$ cat config.mk
export PLATFORM = sky130hd
export DESIGN_NAME = cc_channel
export DESIGN_NICKNAME = d
export VERILOG_FILES = /design/src/rtl/cc_chan_pkg.sv /design/src/rtl/cc_pin_sync.sv /design/src/rtl/cc_ccr.sv /design/src/rtl/cc_cmp.sv /design/src/rtl/cc_channel.sv
export SDC_FILE = /design/constraint.sdc
export NUM_CORES = 1
export LEC_CHECK = 0
export ABC_AREA = 1
export ABC_CLOCK_PERIOD_IN_PS = 4500
export BUFFER_PORTS_ARGS = -buffer_cell sky130_fd_sc_hd__buf_4
export CAP_MARGIN = 20
export CELL_PAD_IN_SITES_DETAIL_PLACEMENT = 0
export CELL_PAD_IN_SITES_GLOBAL_PLACEMENT = 1
export CORE_ASPECT_RATIO = 1.1
export CORE_UTILIZATION = 30
export DETAILED_ROUTE_END_ITERATION = 6
export GPL_TIMING_DRIVEN = 0
export PLACE_DENSITY = 0.7
export SYNTH_ARGS = -nofsm -noshare
export SYNTH_HDL_FRONTEND = slang
export SYNTH_HIERARCHICAL = 1
export SYNTH_SLANG_ARGS = --single-unit
$ cat constraint.sdc
create_clock -name clk -period 4.5 [get_ports clk]
set_input_delay 0.675 -clock clk [delete_from_list [all_inputs] [get_ports clk]]
set_output_delay 0.675 -clock clk [all_outputs]
set_load 0.005 [all_outputs]
$ cat src/rtl/cc_chan_pkg.sv
// Package: shared types for the capture/compare channel.
// The mode word bit positions are the software encoding and must not move.
package cc_chan_pkg;

    localparam int MODE_W = 7;

    // Mode word, MSB first: bit 6 compare enable ... bit 0 interrupt enable
    typedef struct packed {
        logic cmp_en;      // bit 6
        logic cap_rise;    // bit 5
        logic cap_fall;    // bit 4
        logic match_flag;  // bit 3
        logic toggle;      // bit 2
        logic pwm;         // bit 1
        logic irq_en;      // bit 0
    } cc_mode_t;

endpackage

$ cat src/rtl/cc_pin_sync.sv
// Module: cc_pin_sync
// Brings an asynchronous pin into the clock domain through STAGES flops and
// reports single-cycle rising and falling pulses of the synchronised level.
// Assumes STAGES >= 2.
module cc_pin_sync #(
    parameter int STAGES = 2
) (
    input  logic clk,
    input  logic rst_n,
    input  logic pin_in,
    output logic rise,
    output logic fall
);

    logic [STAGES-1:0] sync_q;
    logic              last_q;

    // Purpose: shift chain for metastability plus one flop for edge history
    always_ff @(posedge clk) begin
        if (!rst_n) begin
            sync_q <= '0;
            last_q <= 1'b0;
        end else begin
            sync_q <= {sync_q[STAGES-2:0], pin_in};
            last_q <= sync_q[STAGES-1];
        end
    end

    // Purpose: edge pulses from current versus previous synchronised level
    always_comb begin
        rise = sync_q[STAGES-1] & ~last_q;
        fall = ~sync_q[STAGES-1] & last_q;
    end

endmodule

$ cat src/rtl/cc_ccr.sv
// Module: cc_ccr
// Capture/compare register held as two halves. Per half the priority is:
// software write, then capture, then (low half only) PWM reload from the high
// half. Assumes CNT_W is even.
module cc_ccr #(
    parameter int CNT_W = 16
) (
    input  logic             clk,
    input  logic             rst_n,
    input  logic             wr_hi,
    input  logic             wr_lo,
    input  logic [CNT_W/2-1:0] wr_data,
    input  logic             cap_en,
    input  logic [CNT_W-1:0] cap_val,
    input  logic             reload,
    output logic [CNT_W-1:0] ccr
);

    localparam int HALF_W = CNT_W / 2;

    logic [HALF_W-1:0] hi_q;
    logic [HALF_W-1:0] lo_q;

    // Purpose: high half update
    always_ff @(posedge clk) begin
        if (!rst_n)       hi_q <= '0;
        else if (wr_hi)   hi_q <= wr_data;
        else if (cap_en)  hi_q <= cap_val[CNT_W-1:HALF_W];
    end

    // Purpose: low half update, including the PWM duty reload
    always_ff @(posedge clk) begin
        if (!rst_n)       lo_q <= '0;
        else if (wr_lo)   lo_q <= wr_data;
        else if (cap_en)  lo_q <= cap_val[HALF_W-1:0];
        else if (reload)  lo_q <= hi_q;
    end

    assign ccr = {hi_q, lo_q};

endmodule

$ cat src/rtl/cc_cmp.sv
// Module: cc_cmp
// Compares the time base with the register. Produces a one-shot match pulse
// per entry into equality (so a held count matches once), a wrap pulse when
// the low half of the count steps from all ones to zero, and the PWM level
// using the duty that the wrap reload is about to install.
module cc_cmp #(
    parameter int CNT_W = 16
) (
    input  logic             clk,
    input  logic             rst_n,
    input  logic [CNT_W-1:0] count,
    input  logic [CNT_W-1:0] ccr,
    input  logic             cmp_en,
    output logic             hit,
    output logic             wrap,
    output logic             pwm_high
);

    localparam int HALF_W = CNT_W / 2;

    logic              eq;
    logic              eq_q;
    logic [HALF_W-1:0] prev_lo_q;
    logic [HALF_W-1:0] duty_eff;

    // Purpose: enabled equality and its one-shot edge
    always_comb begin
        eq  = cmp_en && (count == ccr);
        hit = eq && !eq_q;
    end

    // Purpose: remember last equality and last low half of the count
    always_ff @(posedge clk) begin
        if (!rst_n) begin
            eq_q      <= 1'b0;
            prev_lo_q <= '0;
        end else begin
            eq_q      <= eq;
            prev_lo_q <= count[HALF_W-1:0];
        end
    end

    // Purpose: wrap detection and PWM level against the effective duty
    always_comb begin
        wrap     = (prev_lo_q == {HALF_W{1'b1}}) && (count[HALF_W-1:0] == '0);
        duty_eff = wrap ? ccr[CNT_W-1:HALF_W] : ccr[HALF_W-1:0];
        pwm_high = (count[HALF_W-1:0] >= duty_eff);
    end

endmodule

$ cat src/rtl/cc_channel.sv
// Module: cc_channel
// One capture/compare channel on a shared time base. Holds the mode word,
// the sticky event flag and the output pin; combines the synchroniser,
// comparator and register submodules. Assumes CNT_W even and SYNC_STAGES >= 2.
module cc_channel
    import cc_chan_pkg::*;
#(
    parameter int CNT_W       = 16,
    parameter int SYNC_STAGES = 2
) (
    input  logic                 clk,
    input  logic                 rst_n,
    input  logic [CNT_W-1:0]     tb_count,
    input  logic                 pin_in,
    input  logic                 wr_mode,
    input  logic [MODE_W-1:0]    mode_wdata,
    input  logic                 wr_hi,
    input  logic                 wr_lo,
    input  logic [CNT_W/2-1:0]   wr_data,
    input  logic                 flag_clr,
    output logic                 pin_out,
    output logic                 event_flag,
    output logic                 irq,
    output logic [CNT_W-1:0]     ccr_value
);

    cc_mode_t mode_q;
    logic     rise, fall;
    logic     cap_evt, match_hit, wrap, pwm_high, pwm_act;
    logic     flag_set, toggle_now;
    logic     pin_q, flag_q;

    cc_pin_sync #(.STAGES(SYNC_STAGES)) u_sync (
        .clk(clk), .rst_n(rst_n), .pin_in(pin_in), .rise(rise), .fall(fall)
    );

    cc_cmp #(.CNT_W(CNT_W)) u_cmp (
        .clk(clk), .rst_n(rst_n), .count(tb_count), .ccr(ccr_value),
        .cmp_en(mode_q.cmp_en), .hit(match_hit), .wrap(wrap),
        .pwm_high(pwm_high)
    );

    cc_ccr #(.CNT_W(CNT_W)) u_ccr (
        .clk(clk), .rst_n(rst_n), .wr_hi(wr_hi), .wr_lo(wr_lo),
        .wr_data(wr_data), .cap_en(cap_evt), .cap_val(tb_count),
        .reload(pwm_act && wrap), .ccr(ccr_value)
    );

    // Purpose: decode events from the mode word
    always_comb begin
        cap_evt    = (mode_q.cap_rise && rise) || (mode_q.cap_fall && fall);
        pwm_act    = mode_q.cmp_en && mode_q.pwm;
        flag_set   = cap_evt || (match_hit && mode_q.match_flag && !pwm_act);
        toggle_now = match_hit && mode_q.toggle && !pwm_act;
    end

    // Purpose: mode word register
    always_ff @(posedge clk) begin
        if (!rst_n)       mode_q <= '0;
        else if (wr_mode) mode_q <= cc_mode_t'(mode_wdata);
    end

    // Purpose: sticky event flag, hardware set wins over software clear
    always_ff @(posedge clk) begin
        if (!rst_n)        flag_q <= 1'b0;
        else if (flag_set) flag_q <= 1'b1;
        else if (flag_clr) flag_q <= 1'b0;
    end

    // Purpose: output pin, PWM level or toggle on match; idles high
    always_ff @(posedge clk) begin
        if (!rst_n)          pin_q <= 1'b1;
        else if (pwm_act)    pin_q <= pwm_high;
        else if (toggle_now) pin_q <= ~pin_q;
    end

    assign pin_out    = pin_q;
    assign event_flag = flag_q;
    assign irq        = flag_q && mode_q.irq_en;

endmodule

==> results by group <==
GRT
  – Vias in the first global route: approximately 2300
  – Antenna violations before repair: 0
  – GR Util All Layers: 0.186
  – Largest net degree at the start of global routing: 16
  – GRT Residual Overflow: 0
  – First-pass GRT wire length: approximately 12000 um

Die
  – Starting Density: 0.313
  – Site Rows: 33
  – Core area: around 7600 um2
  – Die Span X: around 87 um
  – Die height: 95.1 um
  – Die area: 8250 um2
  – Io pins: 57

Status
  – Status: finished, final reports clean

Pwr
  – Combinational share of power: 0.199
  – P_leak: between 0.0015 and 0.002 uW
  – Switching Fraction: 0.288
  – Clock share of power: 0.331
  – Worst VDD drop: 0.115 mV
  – Seq pwr share: 0.469
  – Pint: between 500 and 600 uW
  – Switching power: roughly 230 uW
  – Total power per unit cell area: approximately 260 nW/um2

Timing
  – Max-slew violations: 0
  – Fin Setup TNS: 0 ns
  – RSZ-0062 raised after global routing: false
  – Worst slew margin: 0.611
  – Period utilisation layout: 0.557
  – Clock skew: about 0.012 ns
  – Final hold viol count: 0
  – Max Clk Rate: 399 MHz
  – Final Setup Violations: 0
  – Worst slew pin tran: between 0.5 and 0.6 ns
  – Tmin final: between 2 and 3 ns

Worst setup path
  – R2r endpoint: pin_out
  – Top cell by count, worst path: nand2_1
  – R2R Setup Slk: around 2.4 ns
  – R2R cell count: 13
  – Worst R2R Start: u_cmp/prev_lo_q[4]
  – Kind of critical path: input port to flip-flop
  – Critical path launch point type: input port
  – Worst path cell trace: buf_4 -> or2_4 -> nor3_4 -> nand2_2 -> buf_6 -> nand2_1 -> o21ai_2 -> ha_1 -> a21oi_1 -> nor2_1 -> a211oi_1 -> o21ai_0 -> nand2_1 -> nand3_1
  – Critical Path RT: 4.68 ns
  – CP max stage cell: nor3_4
  – Critical path's largest stage delay: 0.33 ns
  – Critical path origin: tb_count[4]
  – Crit path capture: pin_out
  – Worst Path Arrival: 2.69 ns
  – Crit-path max FO: 10
  – Nature of the critical path endpoint: flip-flop

Clock network
  – Clk root buf: clkbuf_8
  – CTS Buffer Depth: 2
  – H-tree depth: 2
  – Skew-Pair Late Insertion Delay: 0.30 ns
  – Post-CTS Hold Buffers: 0
  – Clock transition at path regs: 0.08 ns
  – Setup Fix Bufs, Post-CTS: 0
  – CTS buffer count: 5
  – CTS tree: done
  – Sink Count: 37
  – Post-CTS Resized: 0

Logic synthesis
  – Cell variety after synth: 30
  – Post-Synth Simple-Gate Area: 0.389
  – Largest family of logic cells by synthesized area: simple AND/OR/NAND/NOR gates
  – Number of enable flip-flop cells after synthesis: 0
  – Top-count cell post-synth: nand2_1
  – Yosys top cell by area: dfxtp_1
  – Mapped Nets: 440
  – Synth Area in Compound Gates: 0.0809
  – Mux cell area share after synthesis: 0
  – Synth area leaders: dfxtp_1, nand2_1, inv_1
  – Mean Syn Cell Area: around 6 um2
  – Ys flop type: dfxtp_1
  – Synth top area share: 0.313
  – Synth warnings: 6
  – Synth top cells by count: nand2_1, inv_1, nor2_1
  – XOR/XNOR Fraction of Synth Area: 0.0111
  – Mapped cell area: 2370 um2
  – Post-synthesis adder-cell area fraction: 0.0423
  – Cells after Synth: approximately 400
  – Post-synthesis register bit count: 37
  – FFs w/ async S/R, synth: 0
  – Seq/Total Area, Yosys: 0.313

Drt
  – DR vias: around 2400
  – DRT iter0 DRCs: 123
  – DR DRC count: 0
  – Per-cell routed wire length: approximately 12 um
  – Vias per cell: 4.29
  – Remaining antenna violation count: 0
  – WL final: slightly below 7000 um
  – Drt first pass iters: 4

Finish
  – Syn-to-layout area delta: 27.0%
  – # nets final: ~500
  – Antenna Cells: 0
  – Post-Layout Cell Count: around 560
  – Layout cells sized above 1: 0.182

Placement
  – Port Buffers: between 50 and 60
  – GP Congestion: approximately 0.75
  – DP Cell Count: about 550
  – Detail Placement HPWL: 5450 um

Min path
  – Tightest Hold Check Type: flip-flop to flip-flop

Flow run
  – Max_cap viols: 0
## routing by layer
metal	global-route usage	vias to the layer above	part of all wire
met3	0.0312	5	0.035
li1	-	1302	-
met4	0.0458	0	0.0091
met2	0.343	50	0.50
met1	0.222	1049	0.46
met5	0	-	0
## cell usage in the layout (no fill, tap or decap), drive strengths merged
master / count
inv: 82
nand3: 20
clkbuf: 8
a21oi: 10
buf: 62
a21o: 1
xor2: 1
nand2: 121
a211oi: 1
clkinv: 2
dfxtp: 37
o211ai: 1
o21ai: 20
nor2: 65
ha: 8
nand4: 4
or2: 2
nor3: 9
xnor2: 2
## worst max-delay path: cells and delay by family
kind                     cells  cell delay (ns)
AND/OR/NAND/NOR              7             0.96
adder cells (fa/ha/maj)      1             0.29
AO/OA/AOI/OAI                4             0.46
buffers and inverters        2             0.30
## sequential cells by signal, indices dropped and copies added, names as in the netlist
name / count
event_flag: 1
mode_q: 7
pin_out: 1
u_ccr/hi_q: 8
u_ccr/lo_q: 8
u_cmp/eq_q: 1
u_cmp/prev_lo_q: 8
u_sync/last_q: 1
u_sync/sync_q: 2
## worst min-delay path by stage
stage	from	endpoint	slack (ns)	cells after the start
after floorplan	u_sync/sync_q[0]	u_sync/sync_q[1]	0.39	2
after global placement	u_sync/sync_q[0]	u_sync/sync_q[1]	0.41	2
after detailed placement	u_sync/sync_q[0]	u_sync/sync_q[1]	0.41	2
after CTS	u_sync/sync_q[0]	u_sync/sync_q[1]	0.43	2
after global routing	u_sync/sync_q[0]	u_sync/sync_q[1]	0.46	2
final	u_sync/sync_q[0]	u_sync/sync_q[1]	0.43	2
## cell type report
class / instances / area, um2
buffer: 9 / 73.8
clock buffer: 7 / 96.3
clock inverter: 1 / 5.00
fill: 866 / 4550
inverter: 83 / 313
multi-input combinational: 265 / 1240
sequential: 37 / 741
tap: 105 / 131
timing repair buffer: 54 / 405
## cells by family after synthesis
| kind of cell | after synthesis |
|---|---|
| and+or+nand+nor | 221 |
| adders and majority gates | 8 |
| AOI/OAI and AO/OA | 33 |
| buffers and inverters | 92 |
| DFF | 37 |
| xor gates and xnor gates | 3 |
## metrics by stage
| step | util | total power, uW | setup slack, ns | instance area, um2 | hold WS (ns) |
|---|---|---|---|---|---|
| floorplan | - | 456 | 2.05 | 2370 | 0.390 |
| global placement | 0.384 | 533 | 1.70 | 2900 | 0.406 |
| detailed placement | 0.384 | 534 | 1.69 | 2900 | 0.407 |
| CTS | 0.398 | 796 | 2.00 | 3000 | 0.435 |
| global route | 0.398 | 833 | 1.81 | 3000 | 0.456 |
| finish | 0.398 | 785 | 1.99 | 3000 | 0.432 |
## power by group through the flow
stage | Combinational [uW] | Sequential (uW) | Clock, uW
after detailed placement | 158 | 377 | 0
final | 156 | 369 | 260
after CTS | 158 | 369 | 269
after global routing | 182 | 372 | 280
after global placement | 156 | 377 | 0
after floorplan | 87.4 | 369 | 0
Note: power is estimated with default switching activity, not from simulation.
